## src/rtl/sco_pkg.sv

```systemverilog
package sco_pkg;
  // coarse quarter-turn selection applied before the fine iterations
  typedef enum logic [1:0] {
    QUAD_0   = 2'd0,
    QUAD_90  = 2'd1,
    QUAD_180 = 2'd2,
    QUAD_270 = 2'd3
  } quad_e;

  localparam real TWO_PI   = 6.283185307179586;
  // reciprocal of the accumulated rotation gain of the shift-add iterations
  localparam real INV_GAIN = 0.6072529350088813;
endpackage

```

## src/rtl/sco_iter_ctrl.sv

```systemverilog
module sco_iter_ctrl #(
  parameter int ITER  = 16,
  parameter int IDX_W = 4
) (
  input  logic             clk,
  input  logic             rst_n,
  input  logic             clken,
  output logic [IDX_W-1:0] iter_idx,
  output logic             take_inputs,
  output logic             load_angle,
  output logic             result_live
);
  localparam logic [IDX_W-1:0] LAST = IDX_W'(ITER - 1);

  logic [IDX_W-1:0] cnt_q;
  logic             ph_ok_q;
  logic             eng_ok_q;

  assign iter_idx    = cnt_q;
  assign take_inputs = clken && (cnt_q == LAST);
  assign load_angle  = clken && (cnt_q == '0);
  assign result_live = eng_ok_q;

  always_ff @(posedge clk or negedge rst_n) begin
    if (!rst_n) begin
      cnt_q    <= '0;
      ph_ok_q  <= 1'b0;
      eng_ok_q <= 1'b0;
    end else begin
      if (clken) begin
        cnt_q <= (cnt_q == LAST) ? '0 : cnt_q + 1'b1;
      end
      // first real phase is captured at the end of the first period
      if (take_inputs) begin
        ph_ok_q <= 1'b1;
      end
      // the rotation stage holds a real sample once it loads a captured phase
      if (load_angle) begin
        eng_ok_q <= ph_ok_q;
      end
    end
  end
endmodule

```

## src/rtl/sco_phase_front.sv

```systemverilog
module sco_phase_front
  import sco_pkg::*;
#(
  parameter int PHASE_W = 32,
  parameter int PM_W    = 16,
  parameter int ANG_W   = 18
) (
  input  logic                    clk,
  input  logic                    rst_n,
  input  logic                    take,
  input  logic [PHASE_W-1:0]      inc,
  input  logic [PM_W-1:0]         pm,
  output quad_e                   quad,
  output logic signed [ANG_W-1:0] resid
);
  localparam logic [ANG_W-1:0] EIGHTH = ANG_W'(1) << (ANG_W - 3);

  logic [PHASE_W-1:0] acc_q;
  logic [PHASE_W-1:0] ph_q;
  logic [PHASE_W-1:0] pm_ext;
  logic [ANG_W-1:0]   angle;
  logic [ANG_W-1:0]   rounded;
  logic [ANG_W-1:0]   base;

  assign pm_ext = PHASE_W'(pm) << (PHASE_W - PM_W);

  always_ff @(posedge clk or negedge rst_n) begin
    if (!rst_n) begin
      acc_q <= '0;
      ph_q  <= '0;
    end else if (take) begin
      ph_q  <= acc_q + pm_ext;
      acc_q <= acc_q + inc;
    end
  end

  // nearest quarter turn, leaving a residual in [-1/8, +1/8) turn
  always_comb begin
    angle   = ph_q[PHASE_W-1 -: ANG_W];
    rounded = angle + EIGHTH;
    quad    = quad_e'(rounded[ANG_W-1 -: 2]);
    base    = {rounded[ANG_W-1 -: 2], {(ANG_W-2){1'b0}}};
    resid   = signed'(angle - base);
  end
endmodule

```

## src/rtl/sco_atan_table.sv

```systemverilog
module sco_atan_table
  import sco_pkg::*;
#(
  parameter int ITER  = 16,
  parameter int ANG_W = 18,
  parameter int IDX_W = 4
) (
  input  logic [IDX_W-1:0] idx,
  output logic [ANG_W-1:0] step_angle
);
  logic [ANG_W-1:0] tbl [ITER];

  // entry i: arctangent of 2^-i, in units of one turn / 2^ANG_W
  for (genvar i = 0; i < ITER; i++) begin : g_ent
    localparam real RAD = $atan(1.0 / (2.0 ** i));
    localparam int  VAL = $rtoi(RAD / TWO_PI * (2.0 ** ANG_W) + 0.5);
    assign tbl[i] = ANG_W'(VAL);
  end

  always_comb begin
    step_angle = '0;
    for (int k = 0; k < ITER; k++) begin
      if (idx == IDX_W'(k)) begin
        step_angle = tbl[k];
      end
    end
  end
endmodule

```

## src/rtl/sco_rotator.sv

```systemverilog
module sco_rotator
  import sco_pkg::*;
#(
  parameter int ANG_W  = 18,
  parameter int INT_W  = 21,
  parameter int IDX_W  = 4,
  parameter int X_INIT = 318976
) (
  input  logic                    clk,
  input  logic                    rst_n,
  input  logic                    clken,
  input  logic                    load,
  input  logic [IDX_W-1:0]        idx,
  input  quad_e                   quad,
  input  logic signed [ANG_W-1:0] resid,
  input  logic [ANG_W-1:0]        step_angle,
  output logic signed [INT_W-1:0] x_o,
  output logic signed [INT_W-1:0] y_o
);
  localparam logic signed [INT_W-1:0] X0 = INT_W'(X_INIT);

  logic signed [INT_W-1:0] x_q, y_q;
  logic signed [ANG_W-1:0] z_q;
  logic signed [INT_W-1:0] xi, yi, xs, ys, xn, yn;
  logic signed [ANG_W-1:0] zi, zn, st;
  logic                    pos;

  always_comb begin
    if (load) begin
      zi = resid;
      unique case (quad)
        QUAD_0:   begin xi = X0;  yi = '0;  end
        QUAD_90:  begin xi = '0;  yi = X0;  end
        QUAD_180: begin xi = -X0; yi = '0;  end
        default:  begin xi = '0;  yi = -X0; end
      endcase
    end else begin
      xi = x_q;
      yi = y_q;
      zi = z_q;
    end
    st  = signed'(step_angle);
    pos = ~zi[ANG_W-1];
    xs  = xi >>> idx;
    ys  = yi >>> idx;
    if (pos) begin
      xn = xi - ys;
      yn = yi + xs;
      zn = zi - st;
    end else begin
      xn = xi + ys;
      yn = yi - xs;
      zn = zi + st;
    end
  end

  always_ff @(posedge clk or negedge rst_n) begin
    if (!rst_n) begin
      x_q <= '0;
      y_q <= '0;
      z_q <= '0;
    end else if (clken) begin
      x_q <= xn;
      y_q <= yn;
      z_q <= zn;
    end
  end

  assign x_o = x_q;
  assign y_o = y_q;
endmodule

```

## src/rtl/cordic_serial_osc.sv

```systemverilog
module cordic_serial_osc
  import sco_pkg::*;
#(
  parameter int MAG_W   = 16,
  parameter int PHASE_W = 32,
  parameter int PM_W    = 16,
  parameter int GUARD   = 4
) (
  input  logic                    clk,
  input  logic                    rst_n,
  input  logic                    clken,
  input  logic [PHASE_W-1:0]      phase_inc,
  input  logic [PM_W-1:0]         phase_mod,
  output logic signed [MAG_W-1:0] sine,
  output logic signed [MAG_W-1:0] cosine,
  output logic                    out_valid
);
  localparam int ANG_W  = MAG_W + 2;
  localparam int INT_W  = MAG_W + GUARD + 1;
  localparam int IDX_W  = (MAG_W > 1) ? $clog2(MAG_W) : 1;
  localparam int AMP    = (2 ** (MAG_W - 1)) - 1;
  localparam int X_INIT = $rtoi(INV_GAIN * real'(AMP) * (2.0 ** GUARD) + 0.5);

  localparam logic signed [INT_W:0] AMP_X  = (INT_W+1)'(AMP);
  localparam logic signed [INT_W:0] NAMP_X = -AMP_X;
  localparam logic signed [INT_W:0] HALF_X = (INT_W+1)'(2 ** (GUARD - 1));

  logic [IDX_W-1:0]        iter_idx;
  logic                    take_inputs, load_angle, result_live;
  quad_e                   quad;
  logic signed [ANG_W-1:0] resid;
  logic [ANG_W-1:0]        step_angle;
  logic signed [INT_W-1:0] x_fin, y_fin;
  logic                    publish;

  sco_iter_ctrl #(.ITER(MAG_W), .IDX_W(IDX_W)) u_ctrl (
    .clk(clk), .rst_n(rst_n), .clken(clken),
    .iter_idx(iter_idx), .take_inputs(take_inputs),
    .load_angle(load_angle), .result_live(result_live)
  );

  sco_phase_front #(.PHASE_W(PHASE_W), .PM_W(PM_W), .ANG_W(ANG_W)) u_front (
    .clk(clk), .rst_n(rst_n), .take(take_inputs),
    .inc(phase_inc), .pm(phase_mod), .quad(quad), .resid(resid)
  );

  sco_atan_table #(.ITER(MAG_W), .ANG_W(ANG_W), .IDX_W(IDX_W)) u_table (
    .idx(iter_idx), .step_angle(step_angle)
  );

  sco_rotator #(.ANG_W(ANG_W), .INT_W(INT_W), .IDX_W(IDX_W), .X_INIT(X_INIT)) u_rot (
    .clk(clk), .rst_n(rst_n), .clken(clken), .load(load_angle),
    .idx(iter_idx), .quad(quad), .resid(resid), .step_angle(step_angle),
    .x_o(x_fin), .y_o(y_fin)
  );

  // drop guard bits with rounding, then clip to the symmetric range
  function automatic logic signed [MAG_W-1:0] shape(input logic signed [INT_W-1:0] v);
    logic signed [INT_W:0] r;
    r = {v[INT_W-1], v} + HALF_X;
    r = r >>> GUARD;
    if (r > AMP_X) begin
      r = AMP_X;
    end else if (r < NAMP_X) begin
      r = NAMP_X;
    end
    return MAG_W'(r);
  endfunction

  // the edge that loads the next angle is the one after the last iteration
  assign publish = load_angle && result_live;

  always_ff @(posedge clk or negedge rst_n) begin
    if (!rst_n) begin
      sine      <= '0;
      cosine    <= '0;
      out_valid <= 1'b0;
    end else begin
      out_valid <= publish;
      if (publish) begin
        sine   <= shape(y_fin);
        cosine <= shape(x_fin);
      end
    end
  end
endmodule

```

## config.mk

```make
export PLATFORM = sky130hd
export DESIGN_NAME = cordic_serial_osc
export DESIGN_NICKNAME = d
export VERILOG_FILES = /design/src/rtl/sco_pkg.sv /design/src/rtl/sco_iter_ctrl.sv /design/src/rtl/sco_phase_front.sv /design/src/rtl/sco_atan_table.sv /design/src/rtl/sco_rotator.sv /design/src/rtl/cordic_serial_osc.sv
export SDC_FILE = /design/constraint.sdc
export NUM_CORES = 1
export LEC_CHECK = 0
export BUFFER_PORTS_ARGS = -buffer_cell sky130_fd_sc_hd__buf_4
export CAP_MARGIN = 15
export CORE_UTILIZATION = 64
export DETAILED_ROUTE_END_ITERATION = 7
export PLACE_DENSITY = 0.83
export SYNTH_ARGS = -nofsm -noshare
export SYNTH_HDL_FRONTEND = slang
export SYNTH_HIERARCHICAL = 1
export SYNTH_SLANG_ARGS = --single-unit
```

## constraint.sdc

```tcl
create_clock -name clk -period 9 [get_ports clk]
set_input_delay 2.25 -clock clk [delete_from_list [all_inputs] [get_ports clk]]
set_output_delay 2.25 -clock clk [all_outputs]
set_load 0.02 [all_outputs]
```

# --- Word-level counts from Yosys, hierarchy flattened ---
# Cells that the tools add are included.
op_classes:
  n_eq_ne: 17
  add_sub_neg: 13
  n_reduce_logical: 6
  shift: 2
  n_lt_le_gt_ge: 4
  n_bitwise: 0
  multipliers: 0
  muxes: 29
  n_div: 0
op_table:
  columns: ["op", "n"]
  rows:
  - ["$mux 16", 20]
  - ["$mux 21", 4]
  - ["$pmux 21 s2", 2]
  - ["$add 32x32->32", 2]
  - ["$add 21x5->22 const B", 2]
  - ["$add 21x21->21", 2]
  - ["$sshr 21x4->21", 2]
  - ["$sub 21x21->21", 2]
  - ["$gt 18x16->1 const B", 2]
  - ["$lt 18x16->1 const B", 2]
  - ["$mux 18", 2]
  - ["$eq 4x4->1 const B", 8]
  - ["$add 18x16->18 const B", 1]
  - ["$add 18x17->18", 1]
  - ["$sub 18x17->18", 1]
  - ["$sub 18x18->18", 1]
  - ["$eq 4x3->1 const B", 4]
  - ["$eq 4x2->1 const B", 2]
  - ["$add 4x1->4 const B", 1]
  - ["$eq 4x1->1 const B", 1]
  - ["$logic_not 4->1", 1]
  - ["$mux 4", 1]
  - ["$logic_and 1x1->1", 3]
  - ["$eq 2x1->1 const B", 1]
  - ["other kinds (3)", 3]
totals:
  ramBits: 0
  latchBits: 0
  n_memories: 0
  reg_bits: 163
  word_cells: 82
  inputBits: 51
  mem_bits_ro: 0

# --- Depth between registers and ports, before layout ---
# Gate-level depths: netlist of the first run.
depth:
  word_depth: 19
  depth_mapped: 31
  ltp_nobuf: 27

# --- Modules after synthesis ---
# Netlist of the first run, hierarchy kept.
modules_own_cells:
  columns: ["mod", "cells_per_inst", "area_each_um2", "instances"]
  rows:
  - ["sco_rotator", 1168, 9166.3, 1]
  - ["sco_phase_front", 463, 4393.0, 1]
  - ["cordic_serial_osc", 282, 2418.6, 1]
  - ["sco_atan_table", 48, 311.5, 1]
  - ["sco_iter_ctrl", 27, 280.3, 1]

# --- Least setup slack after synthesis of the first run ---
# Ideal clock, no wire load.
synth_path:
  path_type: "input to register"
  from: "in clken"
  to: "reg u_rot.x_q[20] (netlist: u_rot/x_o[20])"
  setup_time_ns: 0.090
  required_time_ns: 8.910
  n_path_buf: 6
  slack_ns: 0.883
  t_arrival_ns: 8.027
  stages: 26
  path_cell_list: "nand2_1 nor3_2 buf_2 buf_2 buf_2 buf_2 buf_2 o2bb2ai_1 mux4_2 mux2i_1 ha_1 inv_1 or4_4 or4b_1 clkbuf_2 o31ai_1 xnor2_1 ha_1 a21o_1 a21o_1 a41oi_1 o31ai_1 a31o_2 or4_1 o2111a_1 o2111ai_1"
synth_between:
  elab_chain_len: 5
synth_lines:
  columns: ["item", "line", "source"]
  rows:
  - ["start, declared", "cordic_serial_osc.sv:11", "input logic clken,"]
  - ["$logic_and 1x1->1 (*)", "sco_iter_ctrl.sv:21", "assign load_angle = clken && (cnt_q == '0);"]
  - ["named net load_angle", "cordic_serial_osc.sv:29", "logic take_inputs, load_angle, result_live;"]
  - ["$mux 21", "sco_rotator.sv:29", "if (load) begin"]
  - ["$sshr 21x4->21", "sco_rotator.sv:45", "ys = yi >>> idx;"]
  - ["$sub 21x21->21 / $add 21x21->21 (equally long branches)", "sco_rotator.sv:47, sco_rotator.sv:51", null]
  - ["$mux 21 (*)", "sco_rotator.sv:46", "if (pos) begin"]
  - ["end signal, assigned", "sco_rotator.sv:63", "x_q <= xn;"]
  - ["end, declared", "sco_rotator.sv:22", "logic signed [INT_W-1:0] x_q, y_q;"]
# The timed path passes the listed nets; every way through them passes the cells marked *.
# A chain may end at the register's enable or synchronous reset.

# --- Worst setup path after layout of the first run ---
# Same ends and word-level chain as after synthesis.

==> results.rst, run 1 <==
.. list-table::
   :header-rows: 1

   * - Metric
     - Value
   * - Outcome
     - finished, violations left
   * - Violated checks
     - design-rule violations
   * - Vias after detailed routing
     - approximately 16000
   * - Commonest cells in the synthesized netlist
     - sky130_fd_sc_hd__nand2_1, sky130_fd_sc_hd__dfrtp_1, sky130_fd_sc_hd__nor2_1
   * - Vert. Die Dim
     - between 150 and 200 um
   * - Number of enable-type register cells in the synthesized netlist
     - 0
   * - Worst path cell trace
     - buf_4, nand2_1, nor3_4, buf_4, o22ai_1, mux4_2, mux2i_1, ha_1, inv_1, or4_4, or4b_1, o31ai_1, xnor2_1, ha_1, a21o_1, a21o_1, a41oi_1, o31ai_1, a31o_2, or4_1, o2111a_1, o2111ai_1
   * - Overflow left after global routing
     - 0
   * - Number of diodes added for antenna fixing
     - 0
   * - DRC violation count after routing
     - 2
   * - Most repeated cell in the gate-level netlist after synthesis
     - sky130_fd_sc_hd__nand2_1
   * - Area added between synthesis and finish
     - 6.92%
   * - Slew HR
     - between 20% and 30%
   * - Crit path required time
     - 9.34 ns
   * - Avg Inst Size Synth
     - ~8.3 um^2
   * - Highest achievable clock rate
     - ~0.13 GHz
   * - Final cell utilization of the core
     - 70.1%
   * - Number of filler instances in the final layout
     - around 2000
   * - Top cell type by total area after synthesis
     - sky130_fd_sc_hd__dfrtp_1
   * - Gate family responsible for the most delay along the worst path
     - simple AND/OR/NAND/NOR gates
   * - Count of buffers from port buffering
     - 83
   * - Yosys top cell area share
     - ~23%
   * - Max clock buf depth
     - 2
   * - Top post-synthesis cells by area
     - sky130_fd_sc_hd__dfrtp_1, sky130_fd_sc_hd__ha_1, sky130_fd_sc_hd__xnor2_1
   * - Pin count of the biggest net entering global routing
     - between 80 and 90
   * - Fraction of final layout cells sized beyond drive strength 1
     - about 15%
   * - Clock skew after layout
     - between 0.015 and 0.02 ns
   * - Core region area
     - around 25000 um^2
   * - Time the worst path needs with I/O delays and setup
     - 7.88 ns
   * - Via/cell ratio
     - around 6.7
   * - Final Routed Wirelength
     - around 48000 um
   * - Die outline area
     - approximately 27000 um^2
   * - Nets
     - between 2000 and 2500
   * - Count of TritonRoute iterations in the first routing pass
     - 8
   * - Post-placement worst setup slack
     - about 0.81 ns
   * - Detailed-placement wirelength estimate
     - 34500 um
   * - Clock-pin slew reported for the worst setup and hold paths after clock tree synthesis
     - approximately 0.060 ns
   * - Clock tree from TritonCTS
     - done
   * - Residual antenna-violating net count after detailed routing
     - 0
   * - Buf/Inv on CP
     - 3
   * - Slew @ Worst Pin
     - ~1.1 ns
   * - Max incr delay on CP
     - approximately 0.66 ns
   * - Synthesized area
     - roughly 17000 um^2
   * - Post-synth ARST share
     - between 90% and 100%
   * - Initial core utilization
     - between 60% and 70%
   * - Skew-Pair Late Insertion Delay
     - 0.44 ns
   * - Hold buffer count at CTS
     - 0
   * - TritonCTS Buffers
     - 17
   * - Arrival time at the worst endpoint
     - slightly above 8 ns
   * - Final std cells w/o fill
     - 2327
   * - IO Pins
     - 84
   * - Commonest register cell after synthesis
     - sky130_fd_sc_hd__dfrtp_1
   * - Max stage delay cell, worst path
     - sky130_fd_sc_hd__or4b_1
   * - Post-CTS setup buffers
     - 0
   * - Cells after synthesis
     - 1988
   * - Std cell rows
     - between 50 and 60
   * - Crit share post-route
     - slightly below 90%
   * - Endpoints failing setup
     - 0
   * - Setup slack of the critical path after layout
     - 1.12 ns
   * - Number of hold violations in the final report
     - 0
   * - Average wire per cell in the routed design
     - slightly above 20 um
   * - Total number of clock tree sinks
     - roughly 150
   * - Count of final max-slew check failures
     - 0
   * - Initial antenna violation count
     - 0
   * - Count of routing violations after the opening detailed-route iteration
     - 1524
   * - Warnings, synthesis
     - 6
   * - Nature of the critical path startpoint
     - input port
   * - Max-capacitance violation count
     - 0
   * - Total placed cells including tap cells
     - 2294
   * - Worst setup path category
     - in -> reg
   * - Final weighted congestion in routability-driven placement
     - between 1 and 1.5
   * - Sequential share of the synthesized area
     - between 20% and 30%
   * - Crit. End Element
     - register
   * - Summed negative setup slack over all endpoints
     - 0 ns
   * - Class of the most critical hold timing path
     - reg -> reg
   * - Maximum fanout count along the critical path
     - 43
   * - Global-route wire length before repair
     - ~77000 um
   * - Horizontal extent of the die
     - around 160 um
   * - Number of levels the H-tree was split into
     - 4
   * - Post-CTS resize count
     - 0
   * - Vias in the first global route
     - around 15000
   * - RSZ-0062 raised after global routing
     - no
   * - Cell variety after synth
     - ~110
   * - Global router's overall resource usage
     - between 30 and 40%
   * - Flip-flop and latch count after synthesis
     - 149
   * - Root Driver
     - sky130_fd_sc_hd__clkbuf_16
cells in the final DEF (no fill, tap or decap), types with 11 or more instances in the layout:
| cell | n |
|---|---|
| sky130_fd_sc_hd__nand2_1 | 168 |
| sky130_fd_sc_hd__dfrtp_1 | 145 |
| sky130_fd_sc_hd__nor2_1 | 142 |
| sky130_fd_sc_hd__o21ai_0 | 137 |
| sky130_fd_sc_hd__a21oi_1 | 115 |
| sky130_fd_sc_hd__ha_1 | 112 |
| sky130_fd_sc_hd__xnor2_1 | 106 |
| sky130_fd_sc_hd__buf_4 | 100 |
| sky130_fd_sc_hd__inv_1 | 86 |
| sky130_fd_sc_hd__mux2_2 | 80 |
| sky130_fd_sc_hd__xor2_1 | 67 |
| sky130_fd_sc_hd__mux2i_1 | 57 |
| sky130_fd_sc_hd__a21o_1 | 49 |
| sky130_fd_sc_hd__nand3_1 | 47 |
| sky130_fd_sc_hd__nor3_1 | 41 |
| sky130_fd_sc_hd__o22ai_1 | 38 |
| sky130_fd_sc_hd__nand2b_1 | 29 |
| sky130_fd_sc_hd__o21a_1 | 26 |
| sky130_fd_sc_hd__and3_1 | 21 |
| sky130_fd_sc_hd__o211ai_1 | 20 |
| sky130_fd_sc_hd__a211oi_1 | 20 |
| sky130_fd_sc_hd__nor2b_1 | 19 |
| sky130_fd_sc_hd__a31oi_1 | 19 |
| sky130_fd_sc_hd__nand4_1 | 17 |
| sky130_fd_sc_hd__clkbuf_16 | 17 |
| sky130_fd_sc_hd__o21bai_1 | 15 |
| sky130_fd_sc_hd__o22a_1 | 14 |
| sky130_fd_sc_hd__mux4_2 | 12 |
| sky130_fd_sc_hd__or3_1 | 11 |
| sky130_fd_sc_hd__nor4_1 | 11 |
| sky130_fd_sc_hd__nand3b_1 | 11 |
| sky130_fd_sc_hd__o31ai_1 | 11 |
registers in the layout, summed over array words and instances (netlist names):
register / cells
sine: 16
u_rot/z_q: 18
cosine: 16
out_valid: 1
u_front/acc_q: 32
u_ctrl/result_live: 1
u_ctrl/ph_ok_q: 1
u_rot/y_o: 21
u_front/ph_q: 18
u_ctrl/iter_idx: 4
u_rot/x_o: 21
routing by layer:
metal / routed length [um] / track usage (%) / share of wire, %
met3: 3510 / 4.38 / 7.4
met5: 0 / 0 / 0
met2: 22800 / 61.1 / 48
met4: 1660 / 15.0 / 3.5
met1: 19700 / 46.7 / 41
metrics by stage:
stage                     area, um^2  hold slack [ns]
after floorplan                16600            0.429
after CTS                      17700            0.474
after detailed placement       17100            0.459
after global routing           17700            0.500
after global placement         17100            0.450
final                          17700            0.473
final timing paths:
check | from | to | slack (ns) | cells past startpoint
max reg2reg | u_front/ph_q[29] | u_rot/x_o[20] | 1.69 | 22
min reg2reg | cosine[15] | cosine[15] | 0.47 | 1
min | cosine[15] | cosine[15] | 0.47 | 1
max in group asynchronous | rst_n | u_ctrl/iter_idx[0] | 5.63 | 2
max | clken | u_rot/x_o[20] | 1.12 | 22
min in group asynchronous | rst_n | sine[6] | 1.88 | 1
layout make-up:
type | count | area, um^2 | area share, %
timing repair buffer | 101 | 762 | 4.30
multi-input combinational | 1625 | 11900 | 67.0
clock inverter | 10 | 123 | 0.692
inverter | 90 | 338 | 1.91
tap | 330 | 413 | 2.33
clock buffer | 22 | 474 | 2.68
sequential | 149 | 3740 | 21.1
logic make-up (layout without fill, tap and decap cells):
group | count (synthesis) | in the layout | synth area share (%)
buffers and inverters | 215 | 223 | 6.03
muxes | 156 | 156 | 11.0
AOI/OAI and AO/OA | 605 | 605 | 24.9
xor gates and xnor gates | 178 | 178 | 9.73
other | 1 | 2 | 0.0226
and+or+nand+nor | 566 | 566 | 16.7
adders and majority gates | 118 | 118 | 9.12
DFF | 149 | 149 | 22.5
Power of run 1 is left out: the tool's default activity adds up to more than one toggle a clock period on the data nets, which glitch-free logic cannot reach.
==> inputs of run 2 (changes only) <==
--- a/config.mk
+++ b/config.mk
@@ -7,9 +7,11 @@
 export LEC_CHECK = 0
 export BUFFER_PORTS_ARGS = -buffer_cell sky130_fd_sc_hd__buf_4
 export CAP_MARGIN = 15
+export CORE_ASPECT_RATIO = 1.4
 export CORE_UTILIZATION = 64
 export DETAILED_ROUTE_END_ITERATION = 7
 export PLACE_DENSITY = 0.83
+export SKIP_LAST_GASP = 1
 export SYNTH_ARGS = -nofsm -noshare
 export SYNTH_HDL_FRONTEND = slang
 export SYNTH_HIERARCHICAL = 1
==> run 2 against run 1 <==
The run now ends clean. Global-route usage increased by 2.1 points. First-iteration DRC count shrank 25%. Clock skew is 0.0057 ns lower. Cell area is essentially flat.
==> results.rst, run 2 (synthesis results as in run 1) <==
.. list-table::
   :header-rows: 1

   * - Metric
     - Value
   * - RSZ-0062 raised after global routing
     - no
   * - Slew HR
     - 21.0% (-3.9 points)
   * - GRT met3 Usage
     - 6.83% (+2.4 points)
   * - Area added between synthesis and finish
     - 6.94% (about the same)
   * - Core region area
     - 25400 um^2 (+0.51%)
   * - Total number of clock tree sinks
     - 149 (unchanged)
   * - Number of filler instances in the final layout
     - 2104 (+2.5%)
   * - M1 GR Usage
     - 43.0% (-3.6 points)
   * - Crit share post-route
     - 88.7% (+1.1 points)
   * - Flip-flop count of the largest register, all copies and words added
     - 32 (unchanged)
   * - Root Driver
     - sky130_fd_sc_hd__clkbuf_16
   * - Average wire per cell in the routed design
     - 21.3 um (+4.3%)
   * - Clock skew after layout
     - 0.0104 ns (-0.00570 ns)
   * - Maximum fanout count along the critical path
     - 106 (+150%)
   * - Crit. End Element
     - register
   * - Most heavily used metal layer in global routing
     - met2
   * - Global-route met2 utilization
     - 65.9% (+4.7 points)
   * - Most common cell after layout, fill and taps aside
     - sky130_fd_sc_hd__nand2_1
   * - TritonCTS Buffers
     - 17 (unchanged)
   * - Post-CTS setup buffers
     - 0 (unchanged)
   * - Die outline area
     - 26500 um^2 (about the same)
   * - IO Pins
     - 84 (unchanged)
   * - Pin count of the biggest net entering global routing
     - 107 (+23%)
   * - Clock tree from TritonCTS
     - done
   * - Nets
     - 2150 (-0.093%)
   * - Worst setup path category
     - in -> reg
   * - Register ranked first by flip-flop count
     - u_front/acc_q
   * - Register-to-register setup slack
     - 1.79 ns (+0.10 ns)
   * - Number of levels the H-tree was split into
     - 4 (unchanged)
   * - Skew-Pair Late Insertion Delay
     - 0.45 ns (about the same)
   * - Global-route wire length before repair
     - 78500 um (+2.6%)
   * - Global router's overall resource usage
     - 38.3% (+2.1 points)
   * - Post-CTS resize count
     - 0 (unchanged)
   * - Clock-pin slew reported for the worst setup and hold paths after clock tree synthesis
     - 0.06 ns (about the same)
   * - Summed negative setup slack over all endpoints
     - 0 ns (unchanged)
   * - Arrival time at the worst endpoint
     - 8.33 ns (+0.11 ns)
   * - Hold buffer count at CTS
     - 0 (unchanged)
   * - Residual antenna-violating net count after detailed routing
     - 0 (unchanged)
   * - Time the worst path needs with I/O delays and setup
     - 7.98 ns (+0.102 ns)
   * - Max clock buf depth
     - 2 (unchanged)
   * - Count of final max-slew check failures
     - 0 (unchanged)
   * - Class of the most critical hold timing path
     - reg -> reg
   * - Max-capacitance violation count
     - 0 (unchanged)
   * - Vias in the first global route
     - 15323 (+3.1%)
   * - Detailed-placement wirelength estimate
     - 35800 um (+3.8%)
   * - DRC violation count after routing
     - 0 (-2)
   * - Crit path required time
     - 9.35 ns (about the same)
   * - Count of routing violations after the opening detailed-route iteration
     - 1143 (-25%)
   * - Final Routed Wirelength
     - 49400 um (+3.7%)
   * - Final weighted congestion in routability-driven placement
     - 0.983 (-4.5%)
   * - Initial antenna violation count
     - 0 (unchanged)
   * - Number of hold violations in the final report
     - 0 (unchanged)
   * - Count of buffers from port buffering
     - 83 (unchanged)
   * - Std cell rows
     - 69 (+19%)
   * - Count of TritonRoute iterations in the first routing pass
     - 6 (-2)
   * - Initial core utilization
     - 65.3% (-0.33 points)
   * - Via/cell ratio
     - 6.78 (+1.0%)
   * - Outcome
     - finished clean
   * - Fraction of final layout cells sized beyond drive strength 1
     - 14.3% (-0.19 points)
   * - Commonest cells after routing, fill and taps aside
     - sky130_fd_sc_hd__nand2_1, sky130_fd_sc_hd__dfrtp_1, sky130_fd_sc_hd__nor2_1
   * - Slew @ Worst Pin
     - 1.17 ns (+0.0579 ns)
   * - Horizontal extent of the die
     - 138 um (-15%)
   * - Overflow left after global routing
     - 0 (unchanged)
   * - Endpoints failing setup
     - 0 (unchanged)
   * - Vert. Die Dim
     - 192 um (+18%)
   * - Highest achievable clock rate
     - 0.125 GHz (-1.3%)
   * - Vias after detailed routing
     - 15705 (+0.50%)
   * - Nature of the critical path startpoint
     - input port
-- run 2: changes by cell type in the layout (fill, tap and decap cells not counted) --
cell                         previous run  this run
sky130_fd_sc_hd__inv_6                  2         0
sky130_fd_sc_hd__clkinvlp_4             3         2
sky130_fd_sc_hd__bufinv_16              2         3
sky130_fd_sc_hd__clkinv_4               2         1
sky130_fd_sc_hd__buf_12                 0         1
sky130_fd_sc_hd__clkbuf_1               2         4
sky130_fd_sc_hd__buf_4                100        97
sky130_fd_sc_hd__diode_2                0         1
sky130_fd_sc_hd__clkbuf_8               3         4
-- run 2: metal layers --
metal	routed length, um	up-vias
met2	24800	748
met3	3410	227
met1	18100	7464
met5	0	-
li1	-	7266
met4	3120	0
-- run 2: critical path, stage by stage --
cell and delay [ns]:
sky130_fd_sc_hd__buf_4 0.13, sky130_fd_sc_hd__nand2_1 0.10, sky130_fd_sc_hd__nor3_4 0.05, sky130_fd_sc_hd__buf_12 0.26
sky130_fd_sc_hd__nand2_1 0.35, sky130_fd_sc_hd__o22ai_1 0.20, sky130_fd_sc_hd__mux4_2 0.51, sky130_fd_sc_hd__mux2i_1 0.30
sky130_fd_sc_hd__ha_1 0.23, sky130_fd_sc_hd__inv_1 0.08, sky130_fd_sc_hd__or4_4 0.58, sky130_fd_sc_hd__or4b_1 0.68
sky130_fd_sc_hd__o31ai_1 0.33, sky130_fd_sc_hd__xnor2_1 0.16, sky130_fd_sc_hd__ha_1 0.30, sky130_fd_sc_hd__a21o_1 0.20
sky130_fd_sc_hd__a21o_1 0.19, sky130_fd_sc_hd__a41oi_1 0.19, sky130_fd_sc_hd__o31ai_1 0.14, sky130_fd_sc_hd__a31o_2 0.31
sky130_fd_sc_hd__or4_1 0.50, sky130_fd_sc_hd__o2111a_1 0.15, sky130_fd_sc_hd__o2111ai_1 0.09
-- run 2: final cells by class --
cell class | count | area (um^2) | share of cell area, %
Antenna cell | 1 | 2.50 | 0.0141
Clock inverter | 7 | 119 | 0.671
Tap cell | 319 | 399 | 2.25
Clock buffer | 25 | 495 | 2.80
Inverter | 90 | 338 | 1.91
Multi-Input combinational cell | 1625 | 11900 | 67.0
Timing Repair Buffer | 99 | 759 | 4.29
Sequential cell | 149 | 3740 | 21.1
-- run 2: final timing paths --
check | cells after the start | start | endpoint
worst max-delay path | 23 | clken | u_rot/x_o[20]
worst min-delay path | 1 | u_ctrl/result_live | u_ctrl/result_live
worst max register to register | 24 | u_ctrl/iter_idx[0] | u_rot/x_o[20]
worst min register to register | 1 | u_ctrl/result_live | u_ctrl/result_live
max in group asynchronous | 2 | rst_n | u_ctrl/iter_idx[0]
min in group asynchronous | 1 | rst_n | sine[4]
-- run 2: per-stage QoR --
step	utilization, %	std cells	area (um^2)	setup WS [ns]	hold slack, ns
global placement	67.4	2281	17100	0.820	0.457
floorplan	-	1989	16600	0.883	0.429
global route	69.8	2314	17700	0.711	0.526
detailed placement	67.4	2281	17100	0.684	0.472
CTS	69.8	2313	17700	1.13	0.487
finish	69.8	2315	17700	1.02	0.485
Power of run 2 is left out for the same reason.
